<file path="src/rtl/irq_rdclr_ctrl.sv">
module irq_rdclr_ctrl #(
  parameter int W = 8
) (
  input  logic         clk,
  input  logic         rst,
  input  logic [W-2:0] evt_i,
  input  logic         mask_we,
  input  logic [W-1:0] mask_wdata,
  input  logic         cmd_done,
  input  logic         rd_clr_hit,
  input  logic         rd_plain_hit,
  input  logic         data_done,
  output logic [W-1:0] rd_data,
  output logic         irq_n
);

  logic [W-1:1] live_q;
  logic         first_q;
  logic         hold_q;
  logic [W-1:0] mask_q;
  logic [W-1:0] snap_q;
  logic [W-1:0] status;
  logic [W-1:0] clr_bits;
  logic         clr_cmd;
  logic         any_cmd;

  assign status   = {live_q, first_q};
  assign clr_cmd  = cmd_done & rd_clr_hit;
  assign any_cmd  = cmd_done & (rd_clr_hit | rd_plain_hit);
  assign clr_bits = clr_cmd ? status : '0;

  always_ff @(posedge clk) begin
    if (rst) begin
      live_q  <= '0;
      first_q <= 1'b1;
      hold_q  <= 1'b0;
      mask_q  <= '0;
      snap_q  <= '0;
    end else begin
      first_q <= 1'b0;
      live_q  <= (live_q & ~clr_bits[W-1:1]) | evt_i;
      if (mask_we) mask_q <= mask_wdata;
      if (any_cmd) snap_q <= status;
      if (clr_cmd)        hold_q <= 1'b1;
      else if (data_done) hold_q <= 1'b0;
    end
  end

  assign rd_data = snap_q;
  assign irq_n   = hold_q | ~|(status & mask_q);

endmodule


</file>
<file path="config.mk">
export PLATFORM = sky130hd
export DESIGN_NAME = irq_rdclr_ctrl
export DESIGN_NICKNAME = d
export VERILOG_FILES = /design/src/rtl/irq_rdclr_ctrl.sv
export SDC_FILE = /design/constraint.sdc
export NUM_CORES = 1
export LEC_CHECK = 0
export ABC_AREA = 1
export BUFFER_PORTS_ARGS = -buffer_cell sky130_fd_sc_hd__buf_4
export CAP_MARGIN = 20
export CORE_UTILIZATION = 45
export CTS_BUF_LIST = sky130_fd_sc_hd__clkbuf_2
export CTS_CLUSTER_SIZE = 16
export DETAILED_ROUTE_END_ITERATION = 6
export GPL_TIMING_DRIVEN = 0
export PLACE_DENSITY = 0.85
export SLEW_MARGIN = 30
export SYNTH_ARGS = -nofsm -noshare
export SYNTH_HDL_FRONTEND = slang
export SYNTH_SLANG_ARGS = --single-unit
</file>
<file path="constraint.sdc">
create_clock -name clk -period 0.8 [get_ports clk]
set_input_delay 0.04 -clock clk [delete_from_list [all_inputs] [get_ports clk]]
set_output_delay 0.04 -clock clk [all_outputs]
set_load 0.1 [all_outputs]
</file>
==> results of run 1 <==
kinds of logic after synthesis:
| logic type | synth area share, % |
|---|---|
| AO/OA/AOI/OAI | 13.7 |
| buffers and inverters | 3.64 |
| flip-flops | 55.9 |
| AND/OR/NAND/NOR | 26.7 |
Yosys cell counts:
cell,n,area (um^2)
a21oi_1,15,75.1
nand2_2,3,18.8
nand2_1,22,82.6
buf_2,2,10.0
buf_6,1,11.3
nand3_1,8,40.0
o21a_1,1,7.51
o21ai_0,8,40.0
dfxtp_1,25,500
inv_1,3,11.3
nor2_1,26,97.6
metrics by stage:
step	cell area (um^2)	utilization, %	hold slack (ns)	std cells	setup TNS, ns
2_1_floorplan	983	-	0.0677	114	-0.0290
3_3_place_gp	1240	68.8	0.151	169	-0.242
3_5_place_dp	1240	68.8	0.157	169	-0.322
4_1_cts	1640	91.2	0.00482	202	-1.76
repair_timing:
action | in CTS
endpoints found under the setup margin | 9
hold buffers | 18
pin swaps | 2
cloned | 0
gates resized for setup | 33
endpoints found under the hold margin | 17
buffers inserted | 11
==> out/summary.txt, run 1 <==
row cnt: 15
Post-Syn Area: 895 um^2
# IOs: 31
HPWL after DPL: 1370 um
worst_ep kind: output port
Seq/Total Area, Yosys: 55.9%
CTS max path bufs: 2
Die X: 46.6 um
Initial Utilization: 49.7%
Root Driver: clkbuf_2
worst slack, placed: -0.247 ns
DIE HEIGHT: 46.6 um
last stage reached: global routing (5_1_grt)
Port-buffer cells: 30
Synth Area per Inst: 7.85 um^2
GPL Wtd Cong: 0.787
pin count of the biggest net entering global routing: 14
CTS HTree Levels: 1
Cells after Synth: 114
clk sinks: 25
initial antenna violation count: 0
yosys warns: 0
TritonCTS buffer count: 3
status: stopped before the end
error msg: [ERROR DPL-0033] detailed placement checks failed during check placement.
Syn Nets: 136
Unique masters post-synth: 11
#FFs+latches synth: 25
worst_ep grt: irq_n
==> run 2, diff against run 1 <==
Settings changed: CORE_AREA from default to 2 2 63 65, CORE_UTILIZATION 45 to default, CTS_BUF_LIST sky130_fd_sc_hd__clkbuf_2 to default, CTS_CLUSTER_SIZE 16 to default, DIE_AREA from default to 0 0 65 67, PLACE_DENSITY 0.85 to default, PLACE_DENSITY_LB_ADDON from default to 0.15.
Clock period 0.8 ns to 1 ns, I/O delays scaled along.
==> out/summary.txt, run 2 <==
status: finished, violations left
violations in the final reports: negative setup slack
WS Path Type: reg -> out
Post-synth ARST share: 0%
Top FF cell, synth: dfxtp_1
commonest non-fill, non-tap cells in the layout: 32 x buf_4, 26 x nor2_1, 21 x nand2_1
Inst Count DP: 192
Power Density: 1580 nW/um^2
Port-buffer cells: 30
Post-synth top cells: 26 x nor2_1, 25 x dfxtp_1, 22 x nand2_1
worst r2r path cells: 3
Root Driver: clkbuf_8
Unique masters post-synth: 11
Leak: 0.627 nW
initial antenna violation count: 0
gr usage total: 10.6%
most common cell in the netlist: nor2_1
reg2reg start: live_q[5]
DIE HEIGHT: 67 um
final hold viol count: 0
Syn Nets: 136
first-pass GRT wire length: 3530 um
clk sinks: 25
antenna-violating nets left: 0
wire per inst: 10.3 um
GPL Wtd Cong: 0.696
HPWL after DPL: 1630 um
HP Class: in -> reg
maxcap violations: 0
Initial Utilization: 24.8%
top area cells in the synthesized netlist: dfxtp_1 56%, nor2_1 11%, nand2_1 9.2%
yosys warns: 0
Setup crit end kind: output port
Post-DP Area: 1190 um^2
Hold WS: 0.00439 ns
proportion of layout cells with a drive suffix above 1: 35.8%
final non-filler cell total: 210
FMAX: 818 MHz
TritonCTS clock tree: built
Seq/Total Area, Yosys: 55.9%
Worst Hold End: mask_q[3]
drc violations: 0
minimum clock period: 1.22 ns
# fillers: 393
TritonCTS buffer count: 3
Hold Path Cell Cnt: 3
Hold Crit Start: mask_wdata[3]
Cells after Synth: 114
DRT Pass-1 Iters: 4
final setup fails: 1
Slew Limit Fails: 0
Finished Cell Area: 1390 um^2
Max FO, Critical Path: 2
CTS HTree Levels: 1
vias: 877
Worst-Margin Slew: 0.279 ns
WL final: 2160 um
Final WS setup: -0.222 ns
core area: 3610 um^2
clk_skew: 0.00521 ns
die area: 4360 um^2
vias in the first global route: 848
#FFs+latches synth: 25
max_slew headroom: 81.6%
Reg clk slew, reported paths: 0.09 ns
RSZ-0062 raised after global routing: true
commonest non-fill, non-tap cell in the layout: buf_4
Synth Area per Inst: 7.85 um^2
Synth area leader: dfxtp_1
reg-to-reg slack, setup: 0.26 ns
reg-to-reg endpoint: live_q[5]
pin count of the biggest net entering global routing: 16
row cnt: 22
# IOs: 31
WP data required: 0.95 ns
GRT overflow: 0
Die X: 65 um
diode count: 0
Data arrival, critical path: 1.17 ns
Post-Syn Area: 895 um^2
DR iter-0 viols: 37
VDD IR max: 0.779 mV
number of synthesized flops with an enable pin: 0
clk_lat worst skew: 0.27 ns
CTS max path bufs: 2
Final nets: 185
top cell type's share of synthesized area: 55.9%
Layout area overhead: 55.8%
mean number of vias per cell: 4.18
Critical Path Start Type: flip-flop
Final Cycle Share: 122%
-- run 2: worst max-delay path, stage by stage (launching register included) --
cell,delay [ns]
dfxtp_2,0.33
nand2_1,0.06
nand2_1,0.04
nor2_1,0.12
nand2_1,0.08
nand2_2,0.09
buf_12,0.17
-- run 2: final cells by class --
cell class | instances | area, um^2 | share of cell area [%]
Buffer | 3 | 21.3 | 1.53
Clock buffer | 3 | 41.3 | 2.96
Clock inverter | 1 | 7.51 | 0.539
Inverter | 3 | 11.3 | 0.808
Multi-Input combinational cell | 83 | 364 | 26.1
Sequential cell | 25 | 518 | 37.2
Tap cell | 48 | 60.1 | 4.31
Timing Repair Buffer | 44 | 370 | 26.6
-- run 2: through the flow --
step / total power (W) / TNS [ns] / setup slack, ns / util [%]
after floorplan: 0.00141 / 0 / 0.0251 / -
after global routing: 0.00232 / -0.296 / -0.296 / 38.7
after detailed placement: 0.00156 / -0.00925 / -0.00925 / 33.1
after global placement: 0.00155 / -0.00593 / -0.00593 / 33.1
after CTS: 0.00223 / -0.228 / -0.228 / 38.6
final: 0.00220 / -0.222 / -0.222 / 38.7
-- run 2: report_power, final --
part	internal (W)	total [W]	leakage, nW	switching (W)
combinational	0.000194	0.000500	0.393	0.000305
clock	0.000282	0.000603	0.0217	0.000320
sequential	0.00107	0.00110	0.212	0.0000352
total	0.00154	0.00220	0.627	0.000661
-- run 2: repair_timing --
action | in CTS | in global routing
gates cloned | 0 | 0
hold endpoints to repair | 11 | 0
hold buffers | 11 | 0
resized for setup | 8 | 1
buffers inserted | 3 | 0
pin swaps | 6 | 0
setup endpoints to repair | 1 | 1
-- run 2: kinds of logic after synthesis --
| group | share of synthesized area (%) |
|---|---|
| DFF | 55.9 |
| and+or+nand+nor | 26.7 |
| buffers and inverters | 3.64 |
| AOI/OAI and AO/OA | 13.7 |
-- run 2: how the worst max path moves through the flow --
| stage | startpoint | end | slack, ns | depth (start not counted) |
|---|---|---|---|---|
| floorplan | live_q[3] | irq_n | 0.03 | 5 |
| global placement | live_q[1] | irq_n | -0.006 | 6 |
| detailed placement | live_q[1] | irq_n | -0.009 | 6 |
| finish | mask_q[4] | irq_n | -0.22 | 6 |
| global route | first_q | irq_n | -0.30 | 6 |
| CTS | mask_q[4] | irq_n | -0.23 | 6 |
-- run 2: routing by layer --
layer,global-route usage (%),wire length (um)
met1,13.0,1040
met4,2.39,12
met3,3.55,105
met2,18.0,999
met5,0,0
No activity file was read; power rests on OpenSTA's default activity.
==> run 3, diff against run 2 <==
Clock period 1 ns to 1.21 ns, I/O delays scaled along.
==> out/summary.txt, run 3 (synthesized netlist as in run 2, its figures left out) <==
CTS HTree Levels: 1
mean number of vias per cell: 4.16
antenna-violating nets left: 0
first-pass GRT wire length: 3410 um
gr usage total: 10.3%
RSZ-0062 raised after global routing: true
WL final: 2160 um
reg2reg start: live_q[5]
HP Class: in -> reg
minimum clock period: 1.23 ns
Root Driver: clkbuf_8
Port-buffer cells: 30
wire per inst: 10.5 um
core area: 3610 um^2
die area: 4360 um^2
Die X: 65 um
VDD IR max: 0.640 mV
Final Cycle Share: 102%
HPWL after DPL: 1630 um
highest-delay cell along the critical path: dfxtp_2
Slew Limit Fails: 0
final setup fails: 1
maxcap violations: 0
WP data required: 1.15 ns
Max FO, Critical Path: 2
DRT Pass-1 Iters: 4
CP Buf/Inv Count: 1
Final WS setup: -0.0219 ns
DR iter-0 viols: 25
Initial Utilization: 24.8%
vias in the first global route: 831
# IOs: 31
Layout area overhead: 51.5%
Worst-Margin Slew: 0.279 ns
GPL Wtd Cong: 0.696
max_slew headroom: 81.6%
Hold Crit Start: mask_wdata[4]
commonest non-fill, non-tap cells in the layout: 32 x buf_4, 26 x nor2_1, 21 x nand2_1
Worst path max stage delay: 0.33 ns
commonest non-fill, non-tap cell in the layout: buf_4
Setup crit end kind: output port
Data arrival, critical path: 1.17 ns
pin count of the biggest net entering global routing: 16
CTS max path bufs: 2
CP top delay family: simple AND/OR/NAND/NOR gates
Final nets: 181
clk sinks: 25
final hold viol count: 0
violations in the final reports: negative setup slack
CP most frequent cell: nand2_1
crit path cell chain: nand2_1, nand2_1, nor2_1, nand2_1, nand2_2, buf_12
Critical Path Start Type: flip-flop
drc violations: 0
diode count: 0
WS Path Type: reg -> out
Power Density: 1340 nW/um^2
row cnt: 22
clk_lat worst skew: 0.27 ns
TritonCTS buffer count: 3
clk_skew: 0.00683 ns
FMAX: 812 MHz
Reg clk slew, reported paths: 0.09 ns
crit path from: mask_q[4]
Leak: 0.610 nW
# fillers: 396
GRT overflow: 0
proportion of layout cells with a drive suffix above 1: 37.3%
TritonCTS clock tree: built
status: finished, violations left
initial antenna violation count: 0
Core Util, Final: 37.6%
vias: 856
Pwr Total: 0.00181 W
DIE HEIGHT: 67 um
[run 3: cell count changes in the layout (fill, tap and decap cells not counted), sizes merged]
| cell | before | now |
|---|---|---|
| dlygate4sd3 | 11 | 7 |
[run 3: area by class of cell]
| type | instances | area, um^2 | share of cell area [%] |
|---|---|---|---|
| plain buffers | 3 | 21.3 | 1.57 |
| clock buffers | 3 | 41.3 | 3.05 |
| clock inverters | 1 | 7.51 | 0.554 |
| inverters | 3 | 11.3 | 0.831 |
| multi-input cells | 83 | 364 | 26.9 |
| flip-flops and latches | 25 | 519 | 38.3 |
| well taps | 48 | 60.1 | 4.43 |
| repair buffers | 40 | 330 | 24.4 |
[run 3: timing repair]
action	in CTS	in global routing
pin swaps	6	0
hold buffers	7	0
setup buffers	3	0
gates resized for setup	8	2
endpoints found under the setup margin	1	1
endpoints found under the hold margin	7	0
[run 3: worst paths after layout]
check	end	cells after the start	slack (ns)
max reg2reg	live_q[5]	3	0.47
max	irq_n	6	-0.02
min	mask_q[4]	3	0.004
min reg2reg	rd_data[0]	2	0.47
[run 3: metrics by stage]
step	TNS [ns]	hold slack, ns	setup WS (ns)	std cells	instance area, um^2
2_1_floorplan	0	0.0882	0.225	114	907
3_3_place_gp	0	0.173	0.194	192	1190
3_5_place_dp	0	0.178	0.190	192	1190
4_1_cts	-0.0288	0.00129	-0.0288	206	1350
5_1_grt	-0.0935	0.0107	-0.0935	206	1360
6_report	-0.0219	0.00439	-0.0219	206	1360
[run 3: power breakdown]
| part | switching (W) | total, W | internal (W) | leakage (nW) |
|---|---|---|---|---|
| clock network | 0.000267 | 0.000500 | 0.000233 | 0.0217 |
| registers | 0.0000287 | 0.000909 | 0.000881 | 0.212 |
| logic | 0.000252 | 0.000404 | 0.000152 | 0.377 |
| total | 0.000547 | 0.00181 | 0.00127 | 0.610 |
[run 3: worst min-delay path: stages]
cell    delay [ns]
buf_4         0.07
nor2_1        0.03
nor2_1        0.08
[run 3: layer usage]
metal | global-route usage, % | vias to the layer above | wire, um
li1 | - | 457 | -
met1 | 12.5 | 376 | 1050
met2 | 17.5 | 21 | 989
met3 | 3.55 | 2 | 105
met4 | 2.39 | 0 | 12
met5 | 0 | - | 0
